==> src/rtl/psw_pkg.sv <==
package psw_pkg;
  localparam int PSW_W  = 16;
  localparam int BYTE_W = 8;
  localparam int IDX_W  = $clog2(PSW_W);
  localparam int B_CY  = 0;
  localparam int B_LT  = 1;
  localparam int B_PV  = 2;
  localparam int B_IE  = 3;
  localparam int B_AC  = 4;
  localparam int B_RSS = 5;
  localparam int B_Z   = 6;
  localparam int B_S   = 7;
  localparam logic [PSW_W-1:0] IMPL_MASK = 16'hF0FF;

  typedef enum logic [1:0] {CLS_ARITH, CLS_LOGIC, CLS_BIT, CLS_NONE} op_class_e;
  typedef enum logic [1:0] {BOP_LOAD, BOP_AND, BOP_OR, BOP_XOR} bit_op_e;
endpackage

==> src/rtl/psw_flag_gen.sv <==
module psw_flag_gen
  import psw_pkg::*;
(
  input  logic              upd_valid,
  input  op_class_e         cls,
  input  logic              word,
  input  logic              sub,
  input  logic [PSW_W-1:0]  result,
  input  logic              c7,
  input  logic              c15,
  input  logic              sign_a,
  input  logic              sign_b,
  input  bit_op_e           bop,
  input  logic              bit_in,
  input  logic              cy_now,
  output logic [BYTE_W-1:0] flag_val,
  output logic [BYTE_W-1:0] flag_mask
);
  logic res_msb, res_zero, carry, even_ones, ovf, acc;

  always_comb begin
    res_msb   = word ? result[PSW_W-1] : result[BYTE_W-1];
    res_zero  = word ? (result == '0) : (result[BYTE_W-1:0] == '0);
    carry     = word ? c15 : c7;
    even_ones = word ? ~^result : ~^result[BYTE_W-1:0];
    ovf       = sub ? ((sign_a != sign_b) && (res_msb != sign_a))
                    : ((sign_a == sign_b) && (res_msb != sign_a));
    unique case (bop)
      BOP_LOAD: acc = bit_in;
      BOP_AND:  acc = cy_now & bit_in;
      BOP_OR:   acc = cy_now | bit_in;
      default:  acc = cy_now ^ bit_in;
    endcase
  end

  always_comb begin
    flag_val  = '0;
    flag_mask = '0;
    if (upd_valid) begin
      unique case (cls)
        CLS_ARITH: begin
          flag_mask[B_CY] = 1'b1; flag_val[B_CY] = carry;
          flag_mask[B_PV] = 1'b1; flag_val[B_PV] = ovf;
          flag_mask[B_Z]  = 1'b1; flag_val[B_Z]  = res_zero;
          flag_mask[B_S]  = 1'b1; flag_val[B_S]  = res_msb;
        end
        CLS_LOGIC: begin
          flag_mask[B_PV] = 1'b1; flag_val[B_PV] = even_ones;
          flag_mask[B_Z]  = 1'b1; flag_val[B_Z]  = res_zero;
          flag_mask[B_S]  = 1'b1; flag_val[B_S]  = res_msb;
        end
        CLS_BIT: begin
          flag_mask[B_CY] = 1'b1; flag_val[B_CY] = acc;
        end
        default: ;
      endcase
    end
  end
endmodule

==> src/rtl/psw_save_port.sv <==
module psw_save_port #(
  parameter int W = 16
) (
  input  logic         clk,
  input  logic         rst_n,
  input  logic         save_req,
  input  logic [W-1:0] snap,
  input  logic         save_ready,
  output logic         save_valid,
  output logic [W-1:0] save_data
);
  logic slot_free;
  assign slot_free = !save_valid || save_ready;

  always_ff @(posedge clk or negedge rst_n) begin
    if (!rst_n) begin
      save_valid <= 1'b0;
      save_data  <= '0;
    end else if (slot_free) begin
      save_valid <= save_req;
      if (save_req) save_data <= snap;
    end
  end
endmodule

==> src/rtl/psw_flag_unit.sv <==
module psw_flag_unit
  import psw_pkg::*;
(
  input  logic        clk,
  input  logic        rst_n,
  input  logic        upd_valid,
  input  logic [1:0]  upd_class,
  input  logic        upd_word,
  input  logic        upd_sub,
  input  logic [15:0] upd_result,
  input  logic        upd_c7,
  input  logic        upd_c15,
  input  logic        upd_sign_a,
  input  logic        upd_sign_b,
  input  logic [1:0]  upd_bitop,
  input  logic        upd_bit,
  input  logic [1:0]  wr_en,
  input  logic [15:0] wr_data,
  input  logic        bit_en,
  input  logic [3:0]  bit_idx,
  input  logic        bit_val,
  output logic [15:0] psw_q,
  input  logic        save_req,
  output logic        save_valid,
  input  logic        save_ready,
  output logic [15:0] save_data,
  input  logic        restore_valid,
  output logic        restore_ready,
  input  logic [15:0] restore_data
);
  localparam int NBYTES = PSW_W / BYTE_W;

  logic [BYTE_W-1:0] flag_val, flag_mask;
  logic [PSW_W-1:0]  nxt, after_flags, after_bit;
  logic              restore_fire;

  psw_flag_gen u_gen (
    .upd_valid (upd_valid),
    .cls       (op_class_e'(upd_class)),
    .word      (upd_word),
    .sub       (upd_sub),
    .result    (upd_result),
    .c7        (upd_c7),
    .c15       (upd_c15),
    .sign_a    (upd_sign_a),
    .sign_b    (upd_sign_b),
    .bop       (bit_op_e'(upd_bitop)),
    .bit_in    (upd_bit),
    .cy_now    (psw_q[B_CY]),
    .flag_val  (flag_val),
    .flag_mask (flag_mask)
  );

  psw_save_port #(.W(PSW_W)) u_save (
    .clk        (clk),
    .rst_n      (rst_n),
    .save_req   (save_req),
    .snap       (psw_q),
    .save_ready (save_ready),
    .save_valid (save_valid),
    .save_data  (save_data)
  );

  assign restore_ready = !save_valid;
  assign restore_fire  = restore_valid && restore_ready;

  always_comb begin
    after_flags = psw_q;
    after_flags[BYTE_W-1:0] = (psw_q[BYTE_W-1:0] & ~flag_mask) | (flag_val & flag_mask);
    after_bit = after_flags;
    if (bit_en) after_bit[bit_idx] = bit_val;
  end

  genvar g;
  generate
    for (g = 0; g < NBYTES; g++) begin : g_byte
      always_comb
        nxt[g*BYTE_W +: BYTE_W] = wr_en[g] ? wr_data[g*BYTE_W +: BYTE_W]
                                           : after_bit[g*BYTE_W +: BYTE_W];
    end
  endgenerate

  always_ff @(posedge clk or negedge rst_n) begin
    if (!rst_n)            psw_q <= '0;
    else if (restore_fire) psw_q <= restore_data & IMPL_MASK;
    else                   psw_q <= nxt & IMPL_MASK;
  end
endmodule

==> config.mk <==
export PLATFORM = sky130hd
export DESIGN_NAME = psw_flag_unit
export DESIGN_NICKNAME = d
export VERILOG_FILES = /design/src/rtl/psw_pkg.sv /design/src/rtl/psw_flag_gen.sv /design/src/rtl/psw_save_port.sv /design/src/rtl/psw_flag_unit.sv
export SDC_FILE = /design/constraint.sdc
export NUM_CORES = 1
export LEC_CHECK = 0
export CAP_MARGIN = 40
export CORE_MARGIN = 2
export CORE_UTILIZATION = 42
export CTS_BUF_LIST = sky130_fd_sc_hd__clkbuf_2
export DETAILED_ROUTE_END_ITERATION = 10
export GPL_TIMING_DRIVEN = 1
export PLACE_DENSITY = 0.92
export SLEW_MARGIN = 10
export SYNTH_ARGS = -nofsm -noshare
export SYNTH_HDL_FRONTEND = slang
export SYNTH_SLANG_ARGS = --single-unit
export TNS_END_PERCENT = 30
==> constraint.sdc <==
create_clock -name clk -period 2.36 [get_ports clk]
set_input_delay 0.236 -clock clk [delete_from_list [all_inputs] [get_ports clk]]
set_output_delay 0.236 -clock clk [all_outputs]
set_load 0.05 [all_outputs]
; Yosys cells after proc, flatten, opt, wreduce, memory -nomap -nowiden
; Index checks and enable logic that the tools add are counted.
[totals]
word_cells = 61
input_bits = 73
reg_bits = 33
output_inout_bits = 34
[op_classes]
n_reduce_logical = 16
bitwise_logic = 7
order_cmp = 2
eq_ne = 7
muxes = 25
[op_table]
columns = cell, count
row1 = $mux 16, 2
row2 = $and 8x8->8, 2
row3 = $bwmux 16, 1
row4 = $logic_not 16->1, 1
row5 = $mux 8, 2
row6 = $reduce_xnor 16->1, 1
row7 = $mux 1, 12
row8 = $logic_not 8->1, 1
row9 = $mux 2, 4
row10 = $not 8->8, 1
row11 = $or 8x8->8, 1
row12 = $reduce_xnor 8->1, 1
row13 = $lt 4x5->1 const B, 1
row14 = $demux 1 s4, 1
row15 = $eq 2x1->1 const B, 2
row16 = $eq 2x2->1 const B, 2
row17 = $ge 4x1->1 const B, 1
row18 = $logic_and 1x1->1, 4
row19 = $logic_not 2->1, 2
row20 = $pmux 1 s2, 2
row21 = $reduce_or 2->1, 2
row22 = $pmux 1 s3, 1
row23 = $reduce_bool 3->1, 1
row24 = $ne 1x1->1, 2
row25 = other kinds (7), 7

; Logic depth before layout (Yosys ltp)
[depth]
word_depth = 12
depth_mapped = 7
ltp_nobuf = 7

; By module
; Synthesis repeated with hierarchy kept, for this count alone.
[hier_totals]
hier_cells = 215
hier_area_um2 = 2203.4
[by_module_without_submodules]
columns = module, area_per_inst_um2, instances, cells_each
row1 = psw_flag_unit, 1023.5, 1, 109
row2 = psw_save_port, 695.7, 1, 37
row3 = psw_flag_gen, 484.2, 1, 69

; Least setup slack after synthesis
; No wires, ideal clock.
[synth_path]
path_type = register to register
startpoint = register u_save.save_valid
endpoint = register u_save.save_data[12]
path_slack_ns = 0.634
setup_ns = 0.125
synth_period_minus_slack_ns = 1.726
path_stages_with_launch = 5
arrival_time_ns = 1.601
n_path_buf = 1
cell_sequence = dfrtp_1 > nand2b_1 > nand2_1 > clkbuf_1 > mux2_2
[synth_between]
elab_chain_cells = 3
[synth_rtl]
columns = element, line
row1 = from (decl), psw_save_port.sv:9  ; output logic save_valid,
row2 = from (signal assigned), psw_save_port.sv:20  ; save_valid <= save_req;
row3 = $logic_not 1->1, psw_save_port.sv:13  ; assign slot_free = !save_valid || save_ready;
row4 = $logic_or 1x1->1, psw_save_port.sv:13
row5 = $reduce_and 2->1 (no line), n/a
row6 = to (signal assigned), psw_save_port.sv:21  ; if (save_req) save_data <= snap;
row7 = to (decl), psw_save_port.sv:10  ; output logic [W-1:0] save_data
; Every way passes these cells.
; A chain may end at the register's enable or synchronous reset.

; Worst setup path after layout
[layout_path]
startpoint = register u_save.save_valid
endpoint = output port restore_ready
[layout_between]
elab_chain_cells = 1
[layout_rtl]
columns = element, line
row1 = $logic_not 1->1, psw_flag_unit.sv:64  ; assign restore_ready = !save_valid;
row2 = to (decl), psw_flag_unit.sv:28  ; output logic restore_ready,
; Every way passes these cells.

==> results.toml <==
[run_status]
outcome = "completed"

[finish]
multi_input_area_sq_um = 973
area_growth_pct = 52.8
finalNonFillerCells = 324
num_antenna_cells = 0
layout_commonest_cell = "clkdlybuf4s50_1"
most-common-layout-cells = "clkdlybuf4s50_1, dfrtp_1, inv_1"
drive_gt1_share_pct = 10.6
final_area_sq_um = 2690
seq_area_sq_um = 626
nFillCells = 351
nets = 358

[cts]
clock-root-buffer = "clkbuf_2"
cts_setup_buffers = 0
clkSinkCount = 25
h-tree-depth = 1
cts_tree = "yes"
clk_latency_ns = 0.35
clk_path_buf_depth = 2
cts_hold_buffers = 0
clk_pin_slew_ns = 0.24
numCtsBuffers = 3
ctsResizeCount = 0

[synth]
yosysSeqAreaShare_pct = 35.5
syn_area_sq_um = 1760
ys_types = 37
synth.ff_latch_count = 25
syn_area_per_cell_sq_um = 9.47
yosys_warnings = 0
synthCells = 186
synth.top_cell.area_share_pct = 35.5
yosys.area.top_type = "dfrtp_1"
yosys-top-cells-area = "dfrtp_1, mux2_2, ha_1, mux2i_1, inv_1"

[power_and_ir_drop]
p_per_area_nw_per_um2 = 555
power.leakage_nw = 1.19
peakVddDrop_uv = 331

[worst_setup_path]
path_buf_inv = 2
r2r_slack_ns = 0.61
rr_startpoint = "psw_q[0]$_DFF_PN0_"
critPathTopFamily = "buffers and inverters"
crit_type = "reg2out"
startpoint_type = "register"
cp.required_ns = 2.12
cp_max_fo = 4
max_stage_delay_ns = 0.78
crit_start = "u_save.save_valid$_DFFE_PN0N_"
worstPathCellList = "inv_1, clkdlybuf4s50_1"
worstPathArrival_ns = 1.66
cp_slowest_cell = "clkdlybuf4s50_1"
crit_path_end_kind = "primary output"

[timing]
finalCriticalPeriod_ns = 1.89
rsz0062_at_grt = "false"
hold_viol = 0
slew_violations = 0
max_freq_mhz = 528
finalSetupTns_ns = 0
worst_slack_ns = 0.467
worst_pin_slew_ns = 0.602
setup_violations = 0
skew_ns = 0.0106
relSlewSlack_pct = 59.8
period_share_pct = 80.2

[placement]
dp_hpwl_um = 3700
placed_area_sq_um = 2670
routabilityCongestion = 0.753
preCtsSetupSlack_ns = 0.229
dp.cells = 320
io_buffers = 90

[job]
cap_violations = 0

[floorplanning]
coreArea_sq_um = 4030
die_w_um = 68.8
die_h_um = 68.8
io_pins = 107
die_area_sq_um = 4730
start_util_pct = 43.7
rows = 23

[route]
avgViaCountPerCell = 5.06
dr.pass1.iters = 4
wirelength_um = 4560
vias = 1641
initialDrtViolationCount = 73
detail-route-antenna-nets = 0
drc = 0
wl_per_cell_um = 14.1

[global_route]
antenna_found_initial = 0
grt_pass1_vias = 1638
grt_max_degree = 26
grt_first_pass_wirelength_um = 7080
grt.total_usage_pct = 20.0
grt-ovfl-total = 0

[worst_hold_path]
hp-class = "in2async"
## layout make-up
type                            count  share of cell area, %
Multi-Input combinational cell    129                   36.2
Clock buffer                        4                  0.744
Sequential cell                    25                   23.2
Inverter                           23                   3.21
Tap cell                           50                   2.32
Timing Repair Buffer               93                   34.3
## worst paths after layout
kind	to	cells past startpoint
setup / recovery	restore_ready	2
hold / removal	u_save.save_valid$_DFFE_PN0N_	2
setup reg to reg	psw_q[0]$_DFF_PN0_	6
hold reg to reg	u_save.save_data[7]$_DFFE_PN0P_	2
max in group asynchronous	u_save.save_data[6]$_DFFE_PN0P_	2
min in group clk	psw_q[7]$_DFF_PN0_	3
## report_power, final
part	total (mW)	internal [mW]	switching, mW	leakage, nW
clock	0.173	0.0448	0.128	0.0166
combinational	0.781	0.333	0.448	0.873
sequential	0.540	0.497	0.0432	0.300
total	1.49	0.875	0.619	1.19
## Yosys cell counts
master / count
mux2i_1: 12
buf_2: 1
o31ai_1: 1
inv_1: 23
a21oi_1: 5
a211oi_1: 1
ha_1: 10
o311ai_0: 1
xor2_1: 3
nand2b_1: 5
nor2b_1: 2
or3b_1: 1
a22oi_2: 1
o32ai_1: 1
nand4_1: 2
a311o_1: 1
mux2_2: 20
buf_6: 1
nand3_1: 2
a211o_1: 1
o2bb2ai_1: 1
nor2_1: 9
o211a_1: 1
dfrtp_1: 25
nand3b_1: 1
mux4_2: 1
and3b_1: 1
o21ai_1: 1
o21ai_0: 13
buf_4: 9
nand2_1: 14
clkbuf_1: 4
buf_1: 1
xnor2_1: 4
a22o_1: 1
nor3_1: 5
conb_1: 1
## routing by layer
layer	global-route usage [%]	vias to the layer above	share of wire, %
met5	0	-	0
met4	3.92	0	1.2
met3	5.03	6	5.7
met2	37.6	60	53
met1	22.7	779	40
li1	-	796	-
## per-stage QoR
step / power (mW) / hold WS (ns) / util [%]
after CTS: 1.51 / 0.207 / 66.8
after detailed placement: 1.33 / 0.470 / 66.3
after floorplan: 1.03 / -0.0596 / -
after global placement: 1.31 / 0.464 / 66.3
final: 1.49 / 0.215 / 66.8
after global routing: 1.58 / 0.222 / 66.8
## registers in the layout, summed over array words and instances, names as in the netlist
name               flops
psw_q                 12
u_save.save_data      12
u_save.save_valid      1
## kinds of logic (layout without fill, tap and decap cells)
logic type,after synthesis,in the layout,synth area share [%]
AO/OA/AOI/OAI,29,29,10.6
flip-flops,25,25,35.5
multiplexers,33,33,20.9
XOR/XNOR,7,7,3.48
adder cells (fa/ha/maj),10,10,7.10
AND/OR/NAND/NOR,42,42,11.5
buffers and inverters,39,120,10.7
other,1,8,0.213
## worst register-to-register path, stage by stage, from the launching register on
cell     delay [ns]
dfrtp_1        0.44
inv_1          0.07
ha_1           0.26
mux4_2         0.47
a21oi_1        0.15
o31ai_1        0.09
a22o_1         0.19
Note: power is estimated with default switching activity, not from simulation.
